File: src/rtl/defl_pkg.sv
package defl_pkg;
  localparam int NPORT  = 4;
  localparam int PORT_W = 2;
  localparam int SEQ_W  = 4;
  localparam int DATA_W = 8;
  localparam int LFSR_W = 16;

  typedef struct packed {
    logic              vld;
    logic [PORT_W-1:0] dest;
    logic              gold;
    logic [SEQ_W-1:0]  seq;
    logic              sil;
    logic [DATA_W-1:0] data;
  } flit_t;
endpackage

File: src/rtl/defl_lfsr.sv
module defl_lfsr #(
  parameter int              W    = 16,
  parameter logic [W-1:0]    SEED = 16'hACE1,
  parameter logic [W-1:0]    TAPS = 16'hB400
) (
  input  logic         clk,
  input  logic         rst_n,
  output logic [W-1:0] state
);
  logic fb;
  assign fb = ^(state & TAPS);

  always_ff @(posedge clk or negedge rst_n) begin
    if (!rst_n) state <= SEED;
    else        state <= {state[W-2:0], fb};
  end
endmodule

File: src/rtl/defl_silver_pick.sv
module defl_silver_pick import defl_pkg::*; (
  input  logic [NPORT-1:0]  vld,
  input  logic [PORT_W-1:0] start,
  output logic              found,
  output logic [PORT_W-1:0] idx
);
  always_comb begin
    found = 1'b0;
    idx   = '0;
    for (int k = 0; k < NPORT; k++) begin
      logic [PORT_W-1:0] cand;
      cand = start + PORT_W'(k);
      if (!found && vld[cand]) begin
        found = 1'b1;
        idx   = cand;
      end
    end
  end
endmodule

File: src/rtl/defl_swap2.sv
module defl_swap2 import defl_pkg::*; #(
  parameter int SEL_BIT = 1
) (
  input  flit_t a,
  input  flit_t b,
  input  logic  tie,
  output flit_t o0,
  output flit_t o1
);
  logic  a_wins;
  flit_t win, lose;

  always_comb begin
    if (!b.vld)                 a_wins = 1'b1;
    else if (!a.vld)            a_wins = 1'b0;
    else if (a.gold != b.gold)  a_wins = a.gold;
    else if (a.gold)            a_wins = (a.seq <= b.seq);
    else if (a.sil != b.sil)    a_wins = a.sil;
    else                        a_wins = !tie;
  end

  assign win  = a_wins ? a : b;
  assign lose = a_wins ? b : a;
  assign o0   = win.dest[SEL_BIT] ? lose : win;
  assign o1   = win.dest[SEL_BIT] ? win  : lose;
endmodule

File: src/rtl/defl_perm_arbiter.sv
module defl_perm_arbiter import defl_pkg::*; #(
  parameter logic [LFSR_W-1:0] LFSR_SEED = 16'hACE1
) (
  input  logic                     clk,
  input  logic                     rst_n,
  input  logic [NPORT-1:0]         in_vld,
  input  logic [NPORT*PORT_W-1:0]  in_dest,
  input  logic [NPORT-1:0]         in_gold,
  input  logic [NPORT*SEQ_W-1:0]   in_seq,
  input  logic [NPORT*DATA_W-1:0]  in_data,
  output logic [NPORT-1:0]         out_vld,
  output logic [NPORT*PORT_W-1:0]  out_dest,
  output logic [NPORT-1:0]         out_gold,
  output logic [NPORT*SEQ_W-1:0]   out_seq,
  output logic [NPORT*DATA_W-1:0]  out_data,
  output logic [NPORT-1:0]         out_defl,
  output logic                     silver_vld,
  output logic [PORT_W-1:0]        silver_idx
);
  localparam int HALF = NPORT / 2;

  logic [LFSR_W-1:0] rnd;
  flit_t fin  [NPORT];
  flit_t mid  [HALF][HALF];
  flit_t fout [NPORT];

  defl_lfsr #(.W(LFSR_W), .SEED(LFSR_SEED)) i_lfsr (
    .clk(clk), .rst_n(rst_n), .state(rnd)
  );

  defl_silver_pick i_pick (
    .vld(in_vld), .start(rnd[1:0]), .found(silver_vld), .idx(silver_idx)
  );

  for (genvar i = 0; i < NPORT; i++) begin : g_in
    always_comb begin
      fin[i] = '0;
      if (in_vld[i]) begin
        fin[i].vld  = 1'b1;
        fin[i].dest = in_dest[i*PORT_W +: PORT_W];
        fin[i].gold = in_gold[i];
        fin[i].seq  = in_seq[i*SEQ_W +: SEQ_W];
        fin[i].sil  = silver_vld && (silver_idx == PORT_W'(i));
        fin[i].data = in_data[i*DATA_W +: DATA_W];
      end
    end
  end

  for (genvar k = 0; k < HALF; k++) begin : g_st1
    defl_swap2 #(.SEL_BIT(1)) i_blk (
      .a(fin[k]), .b(fin[k+HALF]), .tie(rnd[2+k]),
      .o0(mid[k][0]), .o1(mid[k][1])
    );
  end

  for (genvar j = 0; j < HALF; j++) begin : g_st2
    defl_swap2 #(.SEL_BIT(0)) i_blk (
      .a(mid[0][j]), .b(mid[1][j]), .tie(rnd[2+HALF+j]),
      .o0(fout[2*j]), .o1(fout[2*j+1])
    );
  end

  for (genvar i = 0; i < NPORT; i++) begin : g_out
    assign out_vld[i]                    = fout[i].vld;
    assign out_dest[i*PORT_W +: PORT_W]  = fout[i].dest;
    assign out_gold[i]                   = fout[i].gold;
    assign out_seq[i*SEQ_W +: SEQ_W]     = fout[i].seq;
    assign out_data[i*DATA_W +: DATA_W]  = fout[i].data;
    assign out_defl[i] = fout[i].vld && (fout[i].dest != PORT_W'(i));
  end
endmodule

File: config.mk
export PLATFORM = sky130hd
export DESIGN_NAME = defl_perm_arbiter
export DESIGN_NICKNAME = d
export VERILOG_FILES = /design/src/rtl/defl_pkg.sv /design/src/rtl/defl_lfsr.sv /design/src/rtl/defl_silver_pick.sv /design/src/rtl/defl_swap2.sv /design/src/rtl/defl_perm_arbiter.sv
export SDC_FILE = /design/constraint.sdc
export NUM_CORES = 1
export LEC_CHECK = 0
export ABC_AREA = 0
export BUFFER_PORTS_ARGS = -buffer_cell sky130_fd_sc_hd__buf_2
export CORE_MARGIN = 5
export CORE_UTILIZATION = 40
export CTS_BUF_LIST = sky130_fd_sc_hd__clkbuf_16
export DETAILED_ROUTE_END_ITERATION = 16
export GPL_TIMING_DRIVEN = 0
export PLACE_DENSITY = 0.67
export SETUP_SLACK_MARGIN = 0.05
export SKIP_CTS_REPAIR_TIMING = 1
export SYNTH_ARGS = -nofsm -noshare
export SYNTH_HDL_FRONTEND = slang
export SYNTH_SLANG_ARGS = --single-unit
File: constraint.sdc
create_clock -name clk -period 16.5 [get_ports clk]
set_input_delay 1.65 -clock clk [delete_from_list [all_inputs] [get_ports clk]]
set_output_delay 1.65 -clock clk [all_outputs]
set_load 0.05 [all_outputs]
==> impl_metrics.toml, run 1 <==
[status]
outcome = "completed"

[drt]
wl_mm = 13.4
vias = 4152
drcViolationCount = 0
vias_per_cell = 6.22
drtPass1Iterations = 5
avgRoutedWirePerCell_um = 20.0
ant_nets = 0
drt_iter0_drc = 285

[die]
fp.dieW_um = 102
die_area_um2 = 10400
start_util_pct = 41.0
dieHeight_um = 102
ioPinCount = 137
rows = 33
coreArea_um2 = 8220

[timing]
tightestPinTransition_ps = 906
hold_viol = 0
max_freq_mhz = 96.7
setup_viol = 0
period_share_pct = 62.7
finalClockSkew_ps = 0.471
relSlewSlack_pct = 39.2
timing.setup.tns_ps = 0
rsz0062_at_grt = "no"
period_needed_ps = 10340
drv_slew = 0

[cells_and_area]
final_cells = 667
nNetsFinal = 645
area_growth_syn_to_layout_pct = 26.2
largest_reg_flops = 16
biggestRegsByFlops = "i_lfsr.state (16)"
drive_gt1_share_pct = 31.0
diodes = 0
regMostFlops = "i_lfsr.state"

[grt]
grt_pass1_vias = 3867
antenna_found_initial = 0
grt_usage_pct = 24.4
grt.overflow.total = 0
grt_max_degree = 17
grt_first_pass_wirelength_mm = 19.9

[pwr]
leakage_nw = 2.10
internal_power_w = 0.000150
pwr-share-seq_pct = 10.8
p_comb_share_pct = 76.6
power.share.clock_pct = 12.6
irDropWorstVdd_mv = 0.0620
power.switching_w = 0.000217
power_density_nw_per_um2 = 86.2
swShare_pct = 59.1

[clocking]
cts_buffer_depth = 2
clkTransAtPathRegs_ps = 50
clk_latency_ps = 240
h-tree-depth = 1
cts_tree = "yes"
cts_buffers = 3
cts.sinks = 16
clockRootBuffer = "clkbuf_16"

[synth]
synth-seq-cells = 16
syn_inst = 424
synth_edf_count = 0
yosysWarnings = 0
synth_area_um2 = 3370
synth.avg_cell_area_um2 = 7.94
syn-num-nets = 506
ys_types = 71
seq_area_frac_synth_pct = 12.2
async_reset_ff_share_pct = 100
synth_ff_type = "dfstp_2"

[placement]
hpwl_mm = 10.9
port_buffers = 134
gp_congestion = 0.964
dp_cells = 663

[min_path]
worstHoldStart = "i_lfsr.state[14]$_DFF_PN0_"
hold_class = "register to register"
hold_end = "i_lfsr.state[15]$_DFF_PN1_"
holdPathStages = 0

[setup_path]
rrSetupSlack_ps = 15580
worstPathRequired_ps = 14850
crit_slowest_cell = "mux2i_4"
cp-end-kind = "output pin"
cp_max_fo = 10
reg2regPathDepth = 2
crit_top_cell = "clkbuf_1"
critPathKind = "input port to output pin"
rr_endpoint = "i_lfsr.state[0]$_DFF_PN1_"
r2r-start = "i_lfsr.state[10]$_DFF_PN1_"
cp_slowest_stage_delay_ps = 510
worst_ep_arrival_time_ps = 8690
crit_path_start_kind = "input port"

[job]
maxCapViolCount = 0
metal layers:
layer | up-vias | track usage, % | wire length (um)
li1 | 1935 | - | -
met1 | 1995 | 35.1 | 5820
met2 | 208 | 39.5 | 6190
met3 | 14 | 3.44 | 1190
met4 | 0 | 3.27 | 155
met5 | - | 0 | 0
power by group through the flow:
stage | Combinational [W] | Sequential [W] | Clock [W]
floorplan | 0.000209 | 0.0000400 | 0
detailed placement | 0.000277 | 0.0000400 | 0
CTS | 0.000278 | 0.0000394 | 0.0000473
global placement | 0.000275 | 0.0000400 | 0
global route | 0.000295 | 0.0000394 | 0.0000499
finish | 0.000280 | 0.0000394 | 0.0000463
cells in the final DEF, fill, tap and decap left out, types with 4 or more instances in the layout:
cell type,Yosys,routed
nor2b_1,7,7
nand2_1,37,37
dfstp_2,8,8
o21ai_0,11,11
a21oi_1,21,21
nor2_1,26,26
o21a_1,7,7
ha_1,16,16
a22oi_1,13,13
nand3_1,9,9
dfrtp_1,8,8
nor3_1,6,6
a21o_1,4,4
and2_1,22,22
nand2b_1,6,6
o22ai_1,6,6
a31oi_1,6,6
clkbuf_1,17,17
a211oi_1,4,4
a32oi_1,37,37
inv_1,19,19
a32o_1,4,4
mux2i_1,56,56
xnor2_1,5,5
buf_6,4,4
buf_2,2,136
worst max-delay path: cells and delay by family:
family / cells / cell delay, ps
buffers and inverters: 8 / 2530
AOI/OAI and AO/OA: 11 / 2180
muxes: 2 / 770
and+or+nand+nor: 5 / 550
adders and majority gates: 2 / 510
xor gates and xnor gates: 1 / 460
worst max-delay path by stage:
stage / start / to / slack, ps / cells past startpoint
after floorplan: in_vld[1] / out_data[0] / 7350 / 26
after global placement: in_vld[1] / out_data[18] / 6350 / 27
after detailed placement: in_vld[1] / out_data[22] / 6390 / 27
after CTS: in_vld[1] / out_data[4] / 6340 / 29
after global routing: in_vld[1] / out_data[4] / 5620 / 29
final: in_vld[1] / out_data[1] / 6160 / 29
stage by stage:
step	total power, W	setup WS [ps]	util (%)	area, um2	hold WS [ps]
after floorplan	0.000249	7350	-	3370	331
after global placement	0.000315	6350	50.7	4170	336
after detailed placement	0.000317	6390	50.7	4170	337
after CTS	0.000364	6340	51.7	4250	358
after global routing	0.000384	5620	51.7	4250	364
final	0.000366	6160	51.7	4250	354
area by class of cell:
type,instances,area [um2]
Inverter,19,71.3
Timing Repair Buffer,134,671
Fill cell,819,3970
Multi-Input combinational cell,363,2740
Sequential cell,16,410
Clock buffer,3,75.1
Tap cell,105,131
Buffer,26,141
Clock inverter,1,3.75
cells in the mapped netlist, types with 5 or more instances:
| library cell | n | share of area [%] |
|---|---|---|
| o21a_1 | 7 | 1.6 |
| nor2_1 | 26 | 2.9 |
| mux2i_1 | 56 | 17 |
| o21ai_0 | 11 | 1.6 |
| dfrtp_1 | 8 | 5.9 |
| nor2b_1 | 7 | 1.3 |
| a22oi_1 | 13 | 2.9 |
| nand2b_1 | 6 | 1.1 |
| inv_1 | 19 | 2.1 |
| a31oi_1 | 6 | 1.1 |
| and2_1 | 22 | 4.1 |
| nor3_1 | 6 | 0.89 |
| xnor2_1 | 5 | 1.3 |
| ha_1 | 16 | 5.9 |
| dfstp_2 | 8 | 6.2 |
| clkbuf_1 | 17 | 1.9 |
| nand2_1 | 37 | 4.1 |
| a21oi_1 | 21 | 3.1 |
| nand3_1 | 9 | 1.3 |
| a32oi_1 | 37 | 9.6 |
| o22ai_1 | 6 | 1.1 |
cell families (layout without fill, tap and decap cells):
family	Yosys count	count (layout)	share of synthesized area, %
buf+inv	45	183	6.32
compound gates	151	151	36.3
xor+xnor	6	6	1.56
simple gates	131	131	19.7
fa+ha+maj	16	16	5.95
mux	59	59	18.0
flops	16	16	12.2
Power figures use the tool's default switching activity.
==> inputs of run 2 (changes only) <==
--- a/config.mk
+++ b/config.mk
@@ -12,7 +12,7 @@
 export CTS_BUF_LIST = sky130_fd_sc_hd__clkbuf_16
 export DETAILED_ROUTE_END_ITERATION = 16
 export GPL_TIMING_DRIVEN = 0
-export PLACE_DENSITY = 0.67
+export PLACE_DENSITY = 0.7
 export SETUP_SLACK_MARGIN = 0.05
 export SKIP_CTS_REPAIR_TIMING = 1
 export SYNTH_ARGS = -nofsm -noshare
==> constraint.sdc (replaced) <==
create_clock -name clk -period 8.9 [get_ports clk]
set_input_delay 0.89 -clock clk [delete_from_list [all_inputs] [get_ports clk]]
set_output_delay 0.89 -clock clk [all_outputs]
set_load 0.05 [all_outputs]
==> impl_metrics.toml, run 2 (synthesis gave the netlist of run 1 again) <==
[cells_and_area]
diodes = 0
biggestRegsByFlops = "i_lfsr.state (16)"
regMostFlops = "i_lfsr.state"
largest_reg_flops = 16
layout_common_cells = "buf_2 (136), mux2i_1 (56), nand2_1 (37), a32oi_1 (37), nor2_1 (25)"
drive_gt1_share_pct = 32.0
fill_cells = 799
finalInstanceArea_um2 = 4280
nNetsFinal = 646
area_growth_syn_to_layout_pct = 27.0
final_common_cell = "buf_2"

[timing]
rsz0062_at_grt = "no"
drv_slew = 0
timing.setup.tns_ps = 0
setup_viol = 0
finalClockSkew_ps = 4.71
period_needed_ps = 8430
period_share_pct = 94.7
tightestPinTransition_ps = 575
relSlewSlack_pct = 61.7
hold_viol = 0
max_freq_mhz = 119

[min_path]
hold_class = "register to register"
holdPathStages = 0
worstHoldStart = "i_lfsr.state[9]$_DFF_PN0_"

[grt]
grt_first_pass_wirelength_mm = 20.2
grt_max_degree = 17
grt_usage_pct = 24.4
grt.overflow.total = 0
antenna_found_initial = 0
grt_pass1_vias = 4027

[pwr]
power.share.clock_pct = 12.6
pwr-share-seq_pct = 10.8
irDropWorstVdd_mv = 0.0813
power.switching_w = 0.000400
swShare_pct = 58.9
p_comb_share_pct = 76.7
leakage_nw = 2.12
power_density_nw_per_um2 = 159
p_total_w = 0.000680
internal_power_w = 0.000280

[die]
fp.dieW_um = 102
start_util_pct = 41.0
ioPinCount = 137
rows = 33
coreArea_um2 = 8220
die_area_um2 = 10400
dieHeight_um = 102

[drt]
drt_iter0_drc = 391
vias_per_cell = 6.23
drtPass1Iterations = 6
wl_mm = 13.1
avgRoutedWirePerCell_um = 19.7
vias = 4162
drcViolationCount = 0
ant_nets = 0

[clocking]
h-tree-depth = 1
clk_latency_ps = 240
clkTransAtPathRegs_ps = 40
cts_tree = "yes"
cts.sinks = 16
cts_buffers = 3
cts_buffer_depth = 2
clockRootBuffer = "clkbuf_16"

[setup_path]
worst_ep_arrival_time_ps = 7540
setup.worst_path.start = "in_vld[1]"
reg2regPathDepth = 2
cp_max_fo = 10
worstPathRequired_ps = 8010
r2r-start = "i_lfsr.state[10]$_DFF_PN1_"
cp-end-kind = "output pin"
crit_path_start_kind = "input port"
critPathKind = "input port to output pin"

[placement]
gp_congestion = 0.974
hpwl_mm = 10.8
placed_area_um2 = 4170
port_buffers = 134

[status]
outcome = "completed"

[job]
maxCapViolCount = 0
run 2: area by class of cell:
type | count | area (um2) | area share [%]
inverter | 19 | 71.3 | 1.67
timing repair buffer | 135 | 678 | 15.9
clock inverter | 1 | 3.75 | 0.0878
sequential | 16 | 410 | 9.60
buffer | 26 | 144 | 3.37
multi-input combinational | 363 | 2760 | 64.6
clock buffer | 3 | 75.1 | 1.76
tap | 105 | 131 | 3.07
run 2: worst paths after layout:
kind                                              end  slack [ps]
max                                      out_data[16]         470
max reg2reg                 i_lfsr.state[0]$_DFF_PN1_        7890
min in group asynchronous  i_lfsr.state[14]$_DFF_PN0_         540
min reg2reg                i_lfsr.state[10]$_DFF_PN1_         350
min                        i_lfsr.state[10]$_DFF_PN1_         350
max in group asynchronous   i_lfsr.state[5]$_DFF_PN1_        8060
run 2: stage by stage:
step / worst slack [ps] / hold slack, ps / cells / util, %
floorplan: 1270 / 331 / 424 / -
finish: 475 / 347 / 668 / 52.0
global route: 161 / 355 / 668 / 52.0
global placement: 263 / 336 / 663 / 50.7
detailed placement: 201 / 338 / 663 / 50.7
CTS: 176 / 349 / 667 / 51.7
run 2: critical path: stages:
cell and delay [ps]:
buf_2 140, buf_4 190, clkbuf_1 380, clkbuf_2 300, buf_1 390, nand2_1 110
ha_1 190, nand2b_1 130, a21oi_1 240, o21ai_2 160, o31ai_4 480, a21boi_1 240
nor2_2 410, a22oi_1 270, ha_1 370, nor2b_1 140, o21a_1 160, o21a_1 160
o21a_1 200, a2111oi_0 360, a211oi_1 110, a221oi_2 330, o21ai_1 230, nand2_4 220
buf_6 200, mux2i_1 220, buf_2 290
run 2: layer usage:
| layer | up-vias | routed length (um) | GRT usage [%] |
|---|---|---|---|
| li1 | 1938 | - | - |
| met1 | 1992 | 5560 | 33.3 |
| met3 | 24 | 1330 | 5.99 |
| met5 | - | 0 | 0 |
| met2 | 208 | 5990 | 38.7 |
| met4 | 0 | 250 | 6.13 |
run 2: power groups by stage:
stage / logic [W] / clock network, W / registers [W]
after floorplan: 0.000388 / 0 / 0.0000741
after global placement: 0.000507 / 0 / 0.0000741
after detailed placement: 0.000512 / 0 / 0.0000741
after CTS: 0.000514 / 0.0000873 / 0.0000731
after global routing: 0.000550 / 0.0000924 / 0.0000730
final: 0.000521 / 0.0000853 / 0.0000731
==> inputs of run 3 (changes only) <==
--- a/config.mk
+++ b/config.mk
@@ -9,7 +9,7 @@
 export BUFFER_PORTS_ARGS = -buffer_cell sky130_fd_sc_hd__buf_2
 export CORE_MARGIN = 5
 export CORE_UTILIZATION = 40
-export CTS_BUF_LIST = sky130_fd_sc_hd__clkbuf_16
+export CTS_BUF_LIST = sky130_fd_sc_hd__clkbuf_8 sky130_fd_sc_hd__clkbuf_16
 export DETAILED_ROUTE_END_ITERATION = 16
 export GPL_TIMING_DRIVEN = 0
 export PLACE_DENSITY = 0.7
==> impl_metrics.toml, run 3 (synthesis gave the netlist of run 1 again) <==
[status]
outcome = "completed"

[grt]
grt_pass1_vias = 4036
grt_max_degree = 17
antenna_found_initial = 0
grt.overflow.total = 0
grt_usage_pct = 24.4
grt_first_pass_wirelength_mm = 20.2

[cells_and_area]
largest_reg_flops = 16
layout_common_cells = "buf_2 (136), mux2i_1 (56), nand2_1 (37), a32oi_1 (37), nor2_1 (25)"
drive_gt1_share_pct = 32.1
finalInstanceArea_um2 = 4250
biggestRegsByFlops = "i_lfsr.state (16)"
diodes = 0
nNetsFinal = 646
regMostFlops = "i_lfsr.state"
area_growth_syn_to_layout_pct = 26.3
final_common_cell = "buf_2"
fin_util_pct = 51.7

[drt]
vias = 4142
drt_iter0_drc = 370
vias_per_cell = 6.20
wl_mm = 13.1
avgRoutedWirePerCell_um = 19.6
drcViolationCount = 0
ant_nets = 0
drtPass1Iterations = 7

[clocking]
cts.sinks = 16
clockRootBuffer = "clkbuf_8"
clk_latency_ps = 240
cts_tree = "yes"
cts_buffers = 3
h-tree-depth = 1
cts_buffer_depth = 2
clkTransAtPathRegs_ps = 50

[timing]
max_freq_mhz = 119
period_needed_ps = 8430
drv_slew = 0
period_share_pct = 94.7
hold_ws_ps = 350
hold_viol = 0
finalClockSkew_ps = 4.34
setup_viol = 0
timing.setup.tns_ps = 0
rsz0062_at_grt = "no"
relSlewSlack_pct = 61.6
tightestPinTransition_ps = 577

[die]
dieHeight_um = 102
die_area_um2 = 10400
fp.dieW_um = 102
rows = 33
ioPinCount = 137
start_util_pct = 41.0
coreArea_um2 = 8220

[pwr]
power.switching_w = 0.000396
leakage_nw = 2.11
power_density_nw_per_um2 = 154
internal_power_w = 0.000259
swShare_pct = 60.4
p_comb_share_pct = 79.5
pwr-share-seq_pct = 11.1
irDropWorstVdd_mv = 0.0750
power.share.clock_pct = 9.4

[setup_path]
r2r-start = "i_lfsr.state[10]$_DFF_PN1_"
worstPathRequired_ps = 8010
cp_max_fo = 10
setup.worst_path.start = "in_vld[1]"
critPathKind = "input port to output pin"
worst_ep_arrival_time_ps = 7540
crit_path_start_kind = "input port"
cp-end-kind = "output pin"

[job]
maxCapViolCount = 0

[placement]
port_buffers = 134
hpwl_mm = 10.8
placed_area_um2 = 4170
gp_congestion = 0.974

[min_path]
hold_class = "register to register"
worstHoldStart = "i_lfsr.state[9]$_DFF_PN0_"
## run 3: changes by cell type in the layout (fill, tap and decap cells not counted), sizes merged
cell | previous run | this run
clkbuf | 19 | 20
clkinv | 1 | 0
## run 3: final timing paths
kind                                              endpoint  slack, ps  cells past startpoint
worst max-delay path                           out_seq[11]        470                     27
worst min-delay path            i_lfsr.state[10]$_DFF_PN1_        350                      0
worst max register to register   i_lfsr.state[0]$_DFF_PN1_       7890                      2
worst min register to register  i_lfsr.state[10]$_DFF_PN1_        350                      0
max in group asynchronous       i_lfsr.state[11]$_DFF_PN1_       8070                      1
min in group asynchronous        i_lfsr.state[3]$_DFF_PN0_        540                      1
## run 3: critical path, cell delays in order
cell and delay [ps]:
buf_2 140, buf_4 190, clkbuf_1 380, clkbuf_2 300, buf_1 390, nand2_1 110
ha_1 190, nand2b_1 130, a21oi_1 240, o21ai_2 160, o31ai_4 480, a21boi_1 240
nor2_2 430, a22oi_1 270, ha_1 360, nor2b_1 140, o21a_1 160, o21a_1 160
o21a_1 190, a2111oi_0 360, a211oi_1 110, a221oi_2 340, o21ai_1 230, nand2_4 220
buf_6 200, mux2i_1 210, buf_2 290
## run 3: final cells by class
class                      instances  area [um2]
inverter                          19        71.3
timing repair buffer             135         678
tap                              105         131
sequential                        16         410
clock buffer                       4        55.1
multi-input combinational        363        2760
fill                             807        3970
buffer                            26         144
## run 3: power by group through the flow
stage / clock (W) / combinational, W / sequential (W)
after floorplan: 0 / 0.000388 / 0.0000741
after global placement: 0 / 0.000507 / 0.0000741
after detailed placement: 0 / 0.000512 / 0.0000741
after CTS: 0.0000637 / 0.000514 / 0.0000730
after global routing: 0.0000691 / 0.000550 / 0.0000729
final: 0.0000614 / 0.000521 / 0.0000730
## run 3: stage by stage
step,instances,total power (W),worst slack [ps]
floorplan,424,0.000462,1270
global placement,663,0.000581,263
detailed placement,663,0.000586,201
CTS,667,0.000650,176
global route,668,0.000692,161
finish,668,0.000655,471
## run 3: layer usage
layer  part of all wire (%)  up-vias  global-route usage (%)
met5                      0        -                       0
met4                    1.8        0                    6.24
met3                    9.9       20                    5.92
met2                     46      219                    38.7
met1                     43     1968                    33.3
li1                       -     1935                       -
